<file path="src/rtl/pll_ctl_pkg.sv">
package pll_ctl_pkg;
  localparam int unsigned DATA_W  = 32;
  localparam int unsigned ADDR_W  = 4;
  localparam int unsigned DIV_LSB = 16;
  localparam int unsigned EN_BIT  = 24;
  localparam int unsigned CON_BIT = 25;
  localparam int unsigned LCK_BIT = 26;

  localparam logic [7:0] KEY_FIRST  = 8'hAA;
  localparam logic [7:0] KEY_SECOND = 8'h55;

  typedef enum logic [1:0] {
    SEL_CTL  = 2'd0,
    SEL_CFG  = 2'd1,
    SEL_STAT = 2'd2,
    SEL_FEED = 2'd3
  } reg_sel_e;
endpackage

</file>
<file path="src/rtl/pll_feed_det.sv">
module pll_feed_det
  import pll_ctl_pkg::*;
(
  input  logic       clk_i,
  input  logic       rst_ni,
  input  logic       access_i,
  input  logic       feed_wr_i,
  input  logic [7:0] key_i,
  output logic       apply_o
);
  logic armed_q;
  logic key_a, key_b;

  assign key_a   = feed_wr_i && (key_i == KEY_FIRST);
  assign key_b   = feed_wr_i && (key_i == KEY_SECOND);
  assign apply_o = armed_q && key_b;

  // idle cycles keep the arm; any access re-evaluates it
  always_ff @(posedge clk_i or negedge rst_ni) begin
    if (!rst_ni)       armed_q <= 1'b0;
    else if (access_i) armed_q <= key_a;
  end
endmodule

</file>
<file path="src/rtl/pll_lock_sync.sv">
module pll_lock_sync #(
  parameter int unsigned STAGES = 2
) (
  input  logic clk_i,
  input  logic rst_ni,
  input  logic d_i,
  output logic q_o
);
  logic [STAGES-1:0] sr_q;

  generate
    if (STAGES == 1) begin : g_one
      always_ff @(posedge clk_i or negedge rst_ni) begin
        if (!rst_ni) sr_q <= '0;
        else         sr_q <= d_i;
      end
    end else begin : g_many
      always_ff @(posedge clk_i or negedge rst_ni) begin
        if (!rst_ni) sr_q <= '0;
        else         sr_q <= {sr_q[STAGES-2:0], d_i};
      end
    end
  endgenerate

  assign q_o = sr_q[STAGES-1];
endmodule

</file>
<file path="src/rtl/pll_ctl_regs.sv">
module pll_ctl_regs
  import pll_ctl_pkg::*;
#(
  parameter int unsigned MULT_W      = 15,
  parameter int unsigned DIV_W       = 8,
  parameter int unsigned SYNC_STAGES = 2
) (
  input  logic              clk_i,
  input  logic              rst_ni,
  input  logic [ADDR_W-1:0] addr_i,
  input  logic              wr_en_i,
  input  logic              rd_en_i,
  input  logic [DATA_W-1:0] wdata_i,
  output logic [DATA_W-1:0] rdata_o,
  input  logic              lock_i,
  output logic              pll_en_o,
  output logic              pll_conn_o,
  output logic [MULT_W-1:0] pll_mult_o,
  output logic [DIV_W-1:0]  pll_div_o,
  output logic              clk_sel_o
);
  typedef struct packed {
    logic              en;
    logic              conn;
    logic [MULT_W-1:0] mult;
    logic [DIV_W-1:0]  div;
  } pll_set_t;

  reg_sel_e   sel;
  logic       feed_wr, apply, lock_s;
  logic [1:0] ctl_hold_q;
  logic [MULT_W-1:0] mult_hold_q;
  logic [DIV_W-1:0]  div_hold_q;
  pll_set_t   shadow_q;

  assign sel     = reg_sel_e'(addr_i[3:2]);
  assign feed_wr = wr_en_i && (sel == SEL_FEED);

  pll_feed_det u_feed (
    .clk_i    (clk_i),
    .rst_ni   (rst_ni),
    .access_i (wr_en_i | rd_en_i),
    .feed_wr_i(feed_wr),
    .key_i    (wdata_i[7:0]),
    .apply_o  (apply)
  );

  pll_lock_sync #(.STAGES(SYNC_STAGES)) u_lock (
    .clk_i (clk_i),
    .rst_ni(rst_ni),
    .d_i   (lock_i),
    .q_o   (lock_s)
  );

  always_ff @(posedge clk_i or negedge rst_ni) begin
    if (!rst_ni) begin
      ctl_hold_q  <= '0;
      mult_hold_q <= '0;
      div_hold_q  <= '0;
    end else if (wr_en_i) begin
      if (sel == SEL_CTL) ctl_hold_q <= wdata_i[1:0];
      if (sel == SEL_CFG) begin
        mult_hold_q <= wdata_i[MULT_W-1:0];
        div_hold_q  <= wdata_i[DIV_LSB +: DIV_W];
      end
    end
  end

  always_ff @(posedge clk_i or negedge rst_ni) begin
    if (!rst_ni) shadow_q <= '0;
    else if (apply) begin
      shadow_q.en   <= ctl_hold_q[0];
      shadow_q.conn <= ctl_hold_q[1];
      shadow_q.mult <= mult_hold_q;
      shadow_q.div  <= div_hold_q;
    end
  end

  always_comb begin
    rdata_o = '0;
    if (rd_en_i) begin
      unique case (sel)
        SEL_CTL:  rdata_o[1:0] = ctl_hold_q;
        SEL_CFG: begin
          rdata_o[MULT_W-1:0]         = mult_hold_q;
          rdata_o[DIV_LSB +: DIV_W]   = div_hold_q;
        end
        SEL_STAT: begin
          rdata_o[MULT_W-1:0]         = shadow_q.mult;
          rdata_o[DIV_LSB +: DIV_W]   = shadow_q.div;
          rdata_o[EN_BIT]             = shadow_q.en;
          rdata_o[CON_BIT]            = shadow_q.conn;
          rdata_o[LCK_BIT]            = lock_s;
        end
        default:  rdata_o = '0;
      endcase
    end
  end

  assign pll_en_o   = shadow_q.en;
  assign pll_conn_o = shadow_q.conn;
  assign pll_mult_o = shadow_q.mult;
  assign pll_div_o  = shadow_q.div;
  assign clk_sel_o  = shadow_q.en & shadow_q.conn;
endmodule

</file>
<file path="config.mk">
export PLATFORM = sky130hd
export DESIGN_NAME = pll_ctl_regs
export DESIGN_NICKNAME = d
export VERILOG_FILES = /design/src/rtl/pll_ctl_pkg.sv /design/src/rtl/pll_feed_det.sv /design/src/rtl/pll_lock_sync.sv /design/src/rtl/pll_ctl_regs.sv
export SDC_FILE = /design/constraint.sdc
export NUM_CORES = 1
export LEC_CHECK = 0
export BUFFER_PORTS_ARGS = -buffer_cell sky130_fd_sc_hd__buf_4
export CAP_MARGIN = 20
export CORE_MARGIN = 8
export CORE_UTILIZATION = 43
export CTS_CLUSTER_SIZE = 16
export DETAILED_ROUTE_END_ITERATION = 7
export HOLD_SLACK_MARGIN = 0.06
export PLACE_DENSITY = 0.75
export SLEW_MARGIN = 15
export SYNTH_ARGS = -nofsm -noshare
export SYNTH_HDL_FRONTEND = slang
export SYNTH_SLANG_ARGS = --single-unit
</file>
<file path="constraint.sdc">
create_clock -name clk_i -period 1.6 [get_ports clk_i]
set_input_delay 0.24 -clock clk_i [delete_from_list [all_inputs] [get_ports clk_i]]
set_output_delay 0.24 -clock clk_i [all_outputs]
set_load 0.02 [all_outputs]
</file>
==> reports/metrics.csv <==
stage;metric;value;unit
floorplan;die-width;91.6;um
logic_synthesis;netlist_area;0.00246;mm^2
floorplan;initial_utilization;0.446;
routing;drt-total-wl;6580;um
cts;cts_inserted_buffers;5;
worst_hold_path;hold_depth;2;
placement;place_congestion;0.802;
logic_synthesis;yosysUniqueCellTypes;22;
routing;wl_met2;2940;um
placement;io_buffers;81;
timing;hold_viol;0;
timing;clock_skew;10.3;ps
logic_synthesis;syn_inst;194;
timing;rsz0062_at_grt;yes;
cts;cts.clk_slew.worst_paths;110;ps
cts;clockBufferDepth;2;
timing;finalCritPeriodShare;0.980;
cts;ctsRootBufferMaster;clkbuf_8;
placement;dp_hpwl;4640;um
logic_synthesis;ys_warn_count;0;
power;vdd_drop_max;0.432;mV
worst_setup_path;end_kind;primary output;
routing;drt_iter0_markers;60;
final_layout;final_cells;363;
worst_setup_path;worstSetupPathType;flip-flop to primary output;
routing;vias_per_cell;5.12;
timing;finalSetupViolCount;0;
worst_setup_path;crit_path_start_kind;flip-flop;
final_layout;antenna_cells;0;
floorplan;placementRows;27;
routing;vias;1859;
routing;ant_nets;0;
power;p_per_area;793;mW/mm^2
logic_synthesis;synth_area_leaders;dfrtp_1, mux2_2, a22oi_1, nor2_1, ha_1;
logic_synthesis;synth_largest_area_cell;dfrtp_1;
logic_synthesis;netlist.area_leader.share;0.539;
global_route;grtUsageTotal;0.152;
floorplan;io_pins;99;
cts;cts.sinks;53;
logic_synthesis;yosysSeqAreaShare;0.539;
routing;wl_per_cell;18.1;um
timing;worst_hold_slack;148;ps
timing;drv_slew;0;
worst_setup_path;reg2reg_from;u_feed.armed_q;
global_route;grt_start_max_net_pins;54;
final_layout;final_layout_size_suffix_gt1_frac;0.622;
power;total_power;2.81;mW
routing;wl_met3;719;um
worst_setup_path;crit_slowest_cell;dfrtp_1;
timing;tightest_slew;664;ps
global_route;antenna_found_initial;0;
worst_setup_path;reg2reg_setup_slack;40;ps
status;run_status;finished clean;
floorplan;dieArea;0.00839;mm^2
cts;htree_num_levels;2;
cts;cts_tree;done;
worst_setup_path;cp_max_fo;3;
floorplan;coreArea;0.00551;mm^2
timing;max_clock_freq;0.638;GHz
worst_hold_path;hp-class;input pin to flip-flop;
power;cellLeakagePower;1.71;nW
worst_hold_path;whs_endpoint;mult_hold_q[12];
worst_hold_path;hold_start;wdata_i[12];
floorplan;die_y;91.6;um
logic_synthesis;syn_area_per_cell;12.7;um^2
logic_synthesis;synth-seq-cells;53;
cts;clk_latency;310;ps
global_route;grt-ovfl-total;0;
timing;min_period;1570;ps
worst_setup_path;cp.required;1360;ps
routing;topRoutingLayerUsed;met4;
routing;wl_met1;2810;um
routing;remaining_drc_errors;0;
worst_setup_path;r2r_end;pll_en_o;
routing;firstDrtPassIters;5;
placement;placedCellCount;350;
global_route;first_global_vias;2039;
final_layout;fillers;457;
worst_setup_path;crit_chain;a222oi_1 -> nor2_1 -> buf_4;
worst_setup_path;rr_worst_depth;5;
final_layout;final_nets;336;
global_route;grt_pass1_wl;10300;um
flow_run;drv_cap;0;
final_layout;syn2layout_area_growth;44.1;%
worst_setup_path;cp.arrival;1330;ps
timing;slew_headroom;0.558;
worst_setup_path;slowest_delay;420;ps
worst max-delay path, delay by kind of cell (launching register included):
family	cells	cell delay, ps
AND/OR/NAND/NOR	1	100
buffers and inverters	1	170
AO/OA/AOI/OAI	1	330
flip-flops	1	420
kinds of logic after synthesis:
| family | share of synthesized area |
|---|---|
| DFF | 0.539 |
| adders and majority gates | 0.0254 |
| AOI/OAI and AO/OA | 0.0779 |
| other | 0.00153 |
| buffers and inverters | 0.0473 |
| and+or+nand+nor | 0.0840 |
| muxes | 0.224 |
per-layer routing:
metal	vias up	global-route usage
met5	-	0
met1	884	0.183
met4	0	0.0464
met2	89	0.238
li1	875	-
met3	11	0.0676
power breakdown:
part,internal (mW),switching [mW]
logic,0.241,0.215
clock network,0.317,0.486
registers,1.46,0.0896
placed cells by master (no fill, tap or decap), types with 2 or more instances in the layout:
cell type,netlist,layout
nand2_1,4,3
mux2_2,49,38
dfrtp_1,53,53
dlygate4sd3_1,0,2
buf_6,2,5
inv_1,3,2
buf_8,0,2
nand4bb_1,2,2
a222oi_1,2,2
mux2_4,0,11
nand2b_1,2,2
buf_12,0,2
nor2_2,0,14
conb_1,1,6
clkbuf_8,0,5
a22oi_2,0,3
and3_1,3,3
buf_4,6,90
nor2_1,24,10
ha_4,0,3
a22oi_1,21,18
metrics by stage:
stage / worst slack [ps] / area (um^2) / util / TNS [ps]
detailed placement: -143 / 3290 / 0.598 / -3760
global route: -35.1 / 3540 / 0.643 / -66.5
CTS: -18.8 / 3420 / 0.621 / -40.7
global placement: -107 / 3290 / 0.598 / -2820
floorplan: -14.9 / 2560 / - / -273
finish: 32.7 / 3540 / 0.643 / 0
synth_stat cells, drive strengths merged:
| cell | number |
|---|---|
| nand4bb | 2 |
| nand2 | 4 |
| dfrtp | 53 |
| o21ai | 1 |
| inv | 3 |
| ha | 5 |
| a222oi | 2 |
| nor2 | 24 |
| nand3b | 1 |
| nor4 | 2 |
| a22o | 1 |
| and2 | 1 |
| conb | 1 |
| and3 | 3 |
| nand2b | 2 |
| mux2 | 49 |
| clkbuf | 10 |
| buf | 8 |
| nand4 | 1 |
| a22oi | 21 |
worst max-delay path by stage:
stage | startpoint | slack [ps] | end | depth (start not counted)
final | pll_mult_o[1] | 30 | rdata_o[1] | 3
after global routing | pll_mult_o[1] | -40 | rdata_o[1] | 3
after CTS | addr_i[3] | -20 | rdata_o[19] | 8
after detailed placement | addr_i[2] | -140 | pll_mult_o[12] | 6
after global placement | addr_i[2] | -110 | pll_mult_o[6] | 6
after floorplan | addr_i[2] | -10 | pll_div_o[1] | 5
registers in the layout (all words and copies together) (netlist names):
name / flops
ctl_hold_q: 2
div_hold_q: 8
mult_hold_q: 15
pll_conn_o: 1
pll_div_o: 8
pll_en_o: 1
pll_mult_o: 15
u_feed.armed_q: 1
u_lock.sr_q: 2
repair_timing:
item,CTS,global route
buffers inserted,0,2
endpoints found under the setup margin,22,32
cloned,0,1
endpoints found under the hold margin,54,0
hold buffers,2,0
pin swaps,0,5
resized for setup,3,20
area by class of cell:
type	instances	area, um^2	share of cell area
flip-flops and latches	53	1330	0.374
multi-input cells	125	1170	0.331
repair buffers	102	847	0.239
well taps	72	90.1	0.0254
clock buffers	5	68.8	0.0194
clock inverters	3	25.0	0.00706
inverters	3	11.3	0.00318
Note: power is estimated with default switching activity, not from simulation.
